$ cat config.mk
export PLATFORM = sky130hd
export DESIGN_NAME = keyslot_alloc
export DESIGN_NICKNAME = d
export VERILOG_FILES = /design/src/rtl/keyslot_pkg.sv /design/src/rtl/keyslot_ring.sv /design/src/rtl/keyslot_bitmap.sv /design/src/rtl/keyslot_alloc.sv
export SDC_FILE = /design/constraint.sdc
export NUM_CORES = 1
export LEC_CHECK = 0
export BUFFER_PORTS_ARGS = -buffer_cell sky130_fd_sc_hd__buf_2
export CELL_PAD_IN_SITES_DETAIL_PLACEMENT = 1
export CELL_PAD_IN_SITES_GLOBAL_PLACEMENT = 2
export CORE_ASPECT_RATIO = 1.1
export CORE_UTILIZATION = 43
export DETAILED_ROUTE_END_ITERATION = 16
export PLACE_DENSITY_LB_ADDON = 0.05
export SLEW_MARGIN = 10
export SYNTH_ARGS = -nofsm -noshare
export SYNTH_HDL_FRONTEND = slang
export SYNTH_SLANG_ARGS = --single-unit
$ cat constraint.sdc
create_clock -name clk -period 4.41 [get_ports clk]
set_input_delay 0.441 -clock clk [delete_from_list [all_inputs] [get_ports clk]]
set_output_delay 0.441 -clock clk [all_outputs]
set_load 0.01 [all_outputs]
$ cat src/rtl/keyslot_pkg.sv
package keyslot_pkg;
  localparam int KS_NUM_SLOTS     = 8;
  localparam int KS_RESERVED_SLOT = 4;

  // Slot held by free-list entry idx right after reset: ascending order, reserved one skipped.
  function automatic int ks_init_slot(input int idx, input int reserved);
    return (idx < reserved) ? idx : idx + 1;
  endfunction
endpackage

$ cat src/rtl/keyslot_ring.sv
module keyslot_ring
  import keyslot_pkg::*;
#(
  parameter int DEPTH    = KS_NUM_SLOTS,
  parameter int RESERVED = KS_RESERVED_SLOT,
  localparam int W       = $clog2(DEPTH),
  localparam int CNT_W   = $clog2(DEPTH + 1),
  localparam int INIT_N  = DEPTH - 1
) (
  input  logic             clk,
  input  logic             rst,
  input  logic             push,
  input  logic [W-1:0]     push_data,
  input  logic             pop,
  output logic [W-1:0]     head_data,
  output logic [CNT_W-1:0] level
);
  logic [W-1:0] mem [DEPTH];
  logic [W-1:0] rd_ptr, wr_ptr;

  function automatic logic [W-1:0] bump(input logic [W-1:0] p);
    return (p == W'(DEPTH - 1)) ? '0 : p + W'(1);
  endfunction

  assign head_data = mem[rd_ptr];

  always_ff @(posedge clk) begin
    if (rst) begin
      for (int i = 0; i < DEPTH; i++) begin
        mem[i] <= (i < INIT_N) ? W'(ks_init_slot(i, RESERVED)) : '0;
      end
      rd_ptr <= '0;
      wr_ptr <= W'(INIT_N);
      level  <= CNT_W'(INIT_N);
    end else begin
      if (push) begin
        mem[wr_ptr] <= push_data;
        wr_ptr      <= bump(wr_ptr);
      end
      if (pop) begin
        rd_ptr <= bump(rd_ptr);
      end
      case ({push, pop})
        2'b10:   level <= level + CNT_W'(1);
        2'b01:   level <= level - CNT_W'(1);
        default: level <= level;
      endcase
    end
  end
endmodule

$ cat src/rtl/keyslot_bitmap.sv
module keyslot_bitmap
  import keyslot_pkg::*;
#(
  parameter int N        = KS_NUM_SLOTS,
  parameter int RESERVED = KS_RESERVED_SLOT,
  localparam int W       = $clog2(N)
) (
  input  logic         clk,
  input  logic         rst,
  input  logic         set_en,
  input  logic [W-1:0] set_idx,
  input  logic         clr_en,
  input  logic [W-1:0] clr_idx,
  output logic [N-1:0] in_pool
);
  for (genvar g = 0; g < N; g++) begin : g_bit
    if (g == RESERVED) begin : g_rsvd
      assign in_pool[g] = 1'b0;
    end else begin : g_free
      always_ff @(posedge clk) begin
        if (rst) begin
          in_pool[g] <= 1'b1;
        end else if (set_en && set_idx == W'(g)) begin
          in_pool[g] <= 1'b1;
        end else if (clr_en && clr_idx == W'(g)) begin
          in_pool[g] <= 1'b0;
        end
      end
    end
  end
endmodule

$ cat src/rtl/keyslot_alloc.sv
module keyslot_alloc
  import keyslot_pkg::*;
#(
  parameter int NUM_SLOTS     = KS_NUM_SLOTS,
  parameter int RESERVED_SLOT = KS_RESERVED_SLOT,
  localparam int SLOT_W       = $clog2(NUM_SLOTS),
  localparam int CNT_W        = $clog2(NUM_SLOTS + 1)
) (
  input  logic              clk,
  input  logic              rst,
  input  logic              alloc_req,
  input  logic              rel_req,
  input  logic [SLOT_W-1:0] rel_slot,
  output logic              grant_vld,
  output logic [SLOT_W-1:0] grant_slot,
  output logic              grant_fail,
  output logic              dfree_err,
  output logic [CNT_W-1:0]  free_cnt
);
  logic [SLOT_W-1:0]    head;
  logic [NUM_SLOTS-1:0] in_pool;
  logic rsvd_hit, in_range, rel_ok, dbl_free, nonempty;
  logic do_pop, bypass, do_push;

  // Release qualification: reserved and out-of-range numbers are dropped silently.
  assign rsvd_hit = (rel_slot == SLOT_W'(RESERVED_SLOT));
  assign in_range = ({1'b0, rel_slot} < (SLOT_W + 1)'(NUM_SLOTS));
  assign rel_ok   = rel_req && in_range && !rsvd_hit && !in_pool[rel_slot];
  assign dbl_free = rel_req && in_range && !rsvd_hit &&  in_pool[rel_slot];

  // Release is ordered before allocate; on an empty list it feeds the grant directly.
  assign nonempty = (free_cnt != '0);
  assign do_pop   = alloc_req && nonempty;
  assign bypass   = alloc_req && !nonempty && rel_ok;
  assign do_push  = rel_ok && !bypass;

  keyslot_ring #(.DEPTH(NUM_SLOTS), .RESERVED(RESERVED_SLOT)) u_ring (
    .clk       (clk),
    .rst       (rst),
    .push      (do_push),
    .push_data (rel_slot),
    .pop       (do_pop),
    .head_data (head),
    .level     (free_cnt)
  );

  keyslot_bitmap #(.N(NUM_SLOTS), .RESERVED(RESERVED_SLOT)) u_bitmap (
    .clk     (clk),
    .rst     (rst),
    .set_en  (do_push),
    .set_idx (rel_slot),
    .clr_en  (do_pop),
    .clr_idx (head),
    .in_pool (in_pool)
  );

  always_ff @(posedge clk) begin
    if (rst) begin
      grant_vld  <= 1'b0;
      grant_slot <= '0;
      grant_fail <= 1'b0;
      dfree_err  <= 1'b0;
    end else begin
      grant_vld  <= do_pop || bypass;
      grant_slot <= do_pop ? head : (bypass ? rel_slot : '0);
      grant_fail <= alloc_req && !do_pop && !bypass;
      dfree_err  <= dbl_free;
    end
  end
endmodule

==> run summary <==
DP Area: 2550 um2
unrepaired setup endpoints after global routing: no
critical path type: in2reg
# rows: 28
min-delay src: alloc_req
register bit total from synthesis: 50
Die W: 74.7 um
Hold Path Class: in2reg
Synth top area share: 0.289
Nets: 247
dpl ws: 1.21 ns
Clock Tree Buf Depth: 2
layout cells sized above 1: 0.145
largest net degree at the start of global routing: 26
Initial Util: 0.454
vias in the first global route: 1770
Final Max Slew Viols: 0
CTS tree: done
initial DRC count: 52
total gr overflow: 0
final worst path period need: 2.92 ns
ANT cells: 0
normalized max-slew margin: 0.465
synth unique cells: 52
Syn Area/Cell: 11.1 um2
Layout area overhead: 6.01%
Largest delay share family, worst path: buffers and inverters
ys async rst share: 0
clk_skew: 0.0101 ns
PostCTS Resize Cnt: 0
commonest non-fill, non-tap cell in the layout: dfxtp_1
Hold Buf Count CTS: 0
Die Ht: 81.9 um
Ys Warns: 0
status: complete, no violations
Worst VDD drop: 0.184 mV
vias per inst: 5.68
Area contributors post-synth: edfxtp_1 (29%), dfxtp_1 (21%), mux2i_1 (3.6%), mux4_2 (3.6%), ha_1 (3.5%)
P_leak: 1.01 nW
wire length per cell: 18.4 um
worst stage delay on the critical path: 0.33 ns
Sequential Area: 1240 um2
Final Hold Fails: 0
setup bufs post-CTS: 0
Synth area leader: edfxtp_1
Skew-Pair Late Insertion Delay: 0.31 ns
initial antenna violation count: 0
period utilisation layout: 0.661
number of flops mapped to enable cells by yosys: 24
CP max-delay cell: buf_2
Final WS setup: 1.49 ns
R2R Path Start: u_ring.level[0]
Slew @ Worst Pin: 0.797 ns
worst-case reg-to-reg path depth: 10
pwr dens: 363 nW/um2
Critical R2R Capture: u_ring.level[3]
CTS Root Cell: clkbuf_8
core box area: 5500 um2
setup TNS: 0 ns
worst hold path depth: 3
final instance area: 2650 um2
first-pass GRT wire length: 9180 um
Hold Path Sink: grant_slot[2]
Filler cells: 633
final routed DRC violation total: 0
H-tree depth: 2
Syn Nets: 239
CTS Buf Count: 5
Routed Wire Length: 5690 um
Buf+Inv Stages, Crit Path: 3
reg-to-reg slack, setup: 1.52 ns
Worst Path Required: 4.66 ns
All-Layer GR Usage: 0.209
routability cong.: 0.743
crit path cell chain: buf_2 -> mux2i_1 -> o211ai_2 -> a221oi_4 -> buf_4 -> inv_1 -> ha_1 -> xor2_1 -> ha_1 -> a21oi_1 -> xor2_1 -> or3_1 -> nand3_1
most frequent cells in the layout: dfxtp_1 (26), edfxtp_1 (24), nand2_1 (20)
die area: 6120 um2
# Max-Cap Violations: 0
final setup vio count: 0
register clock-pin slew on the reported worst setup and hold paths: 0.09 ns
Post-Syn Area: 2500 um2
PortBufs: 16
post-synthesis sequential area ratio: 0.497
endpoint type of the worst setup path: flip-flop
post-DP HPWL: 4140 um
Worst EP arrival: 3.16 ns
Mapped Cells: 225
crit-path max FO: 25
I/O pins: 17
CP startpoint kind: primary input
Max Freq: 0.343 GHz
area taken by multi-input logic gates: 1100 um2
Post-synth top flop: dfxtp_1
number of nets still failing antenna checks after routing: 0
Num Clock Sinks: 50
DR pass1 iterations: 4
vias: 1755
[cell usage after synthesis, drive strengths merged (4+ instances only)]
cell type  instances
inv                7
a21o               4
nand3             10
and3              10
mux2i             10
dfxtp             26
nand4              7
nor2              12
nand2             20
mux4               4
edfxtp            24
a21oi              9
nand3b             4
ha                 7
o21ai              6
clkbuf             7
nor3               7
buf                9
[logic make-up (layout without fill, tap and decap cells)]
logic type | after synthesis | in the layout | synth area share
AND/OR/NAND/NOR | 86 | 86 | 0.191
buffers and inverters | 25 | 34 | 0.0641
AO/OA/AOI/OAI | 39 | 39 | 0.115
flip-flops | 50 | 50 | 0.497
adder cells (fa/ha/maj) | 7 | 7 | 0.0351
XOR/XNOR | 3 | 3 | 0.0105
multiplexers | 15 | 15 | 0.0872
[state kept, by name, indices dropped and copies added (netlist names), named ones only]
name and flops:
u_ring.mem 24, u_bitmap.in_pool 7, u_ring.level 4, grant_slot 3, u_ring.rd_ptr 3, u_ring.wr_ptr 3, dfree_err 1, grant_fail 1
grant_vld 1
[worst max-delay path by stage]
stage,startpoint,end,slack (ns),depth (start not counted)
final,rel_slot[0],u_ring.level[2],1.49,13
after global routing,rel_slot[0],u_ring.level[2],1.30,13
after CTS,rel_slot[0],u_ring.level[2],1.50,13
after detailed placement,rel_slot[0],u_ring.level[2],1.21,13
after global placement,rel_slot[0],u_ring.level[2],1.33,13
after floorplan,rel_slot[0],u_ring.level[2],1.82,12
[final cells by class]
type,instances,area share
Sequential cell,50,0.469
Multi-Input combinational cell,150,0.414
Tap cell,75,0.0354
Timing Repair Buffer,17,0.0331
Clock buffer,6,0.0312
Inverter,9,0.0128
Clock inverter,2,0.00473
[power by group]
| group | internal [mW] | total (mW) | switching (mW) | leakage, nW |
|---|---|---|---|---|
| registers | 0.508 | 0.536 | 0.0283 | 0.422 |
| logic | 0.0587 | 0.143 | 0.0847 | 0.536 |
| clock network | 0.127 | 0.280 | 0.153 | 0.0488 |
[per-stage QoR]
| stage | instances | power (mW) | hold WS, ns | util |
|---|---|---|---|---|
| final | 309 | 0.960 | 0.456 | 0.481 |
| after global placement | 301 | 0.685 | 0.447 | 0.464 |
| after detailed placement | 301 | 0.691 | 0.453 | 0.464 |
| after floorplan | 225 | 0.652 | 0.431 | - |
| after global routing | 309 | 1.00 | 0.482 | 0.481 |
| after CTS | 309 | 0.967 | 0.448 | 0.481 |
[metal layers]
layer,share of wire,global-route usage
met5,0,0
met4,0.014,0.0642
met3,0.020,0.0380
met2,0.50,0.366
met1,0.46,0.260
[tightest hold or removal path: cells and delay by family]
family                 cells  cell delay [ns]
and+or+nand+nor            1             0.08
AOI/OAI and AO/OA          1             0.06
buffers and inverters      1             0.14
(Power assumes the default switching activity.)
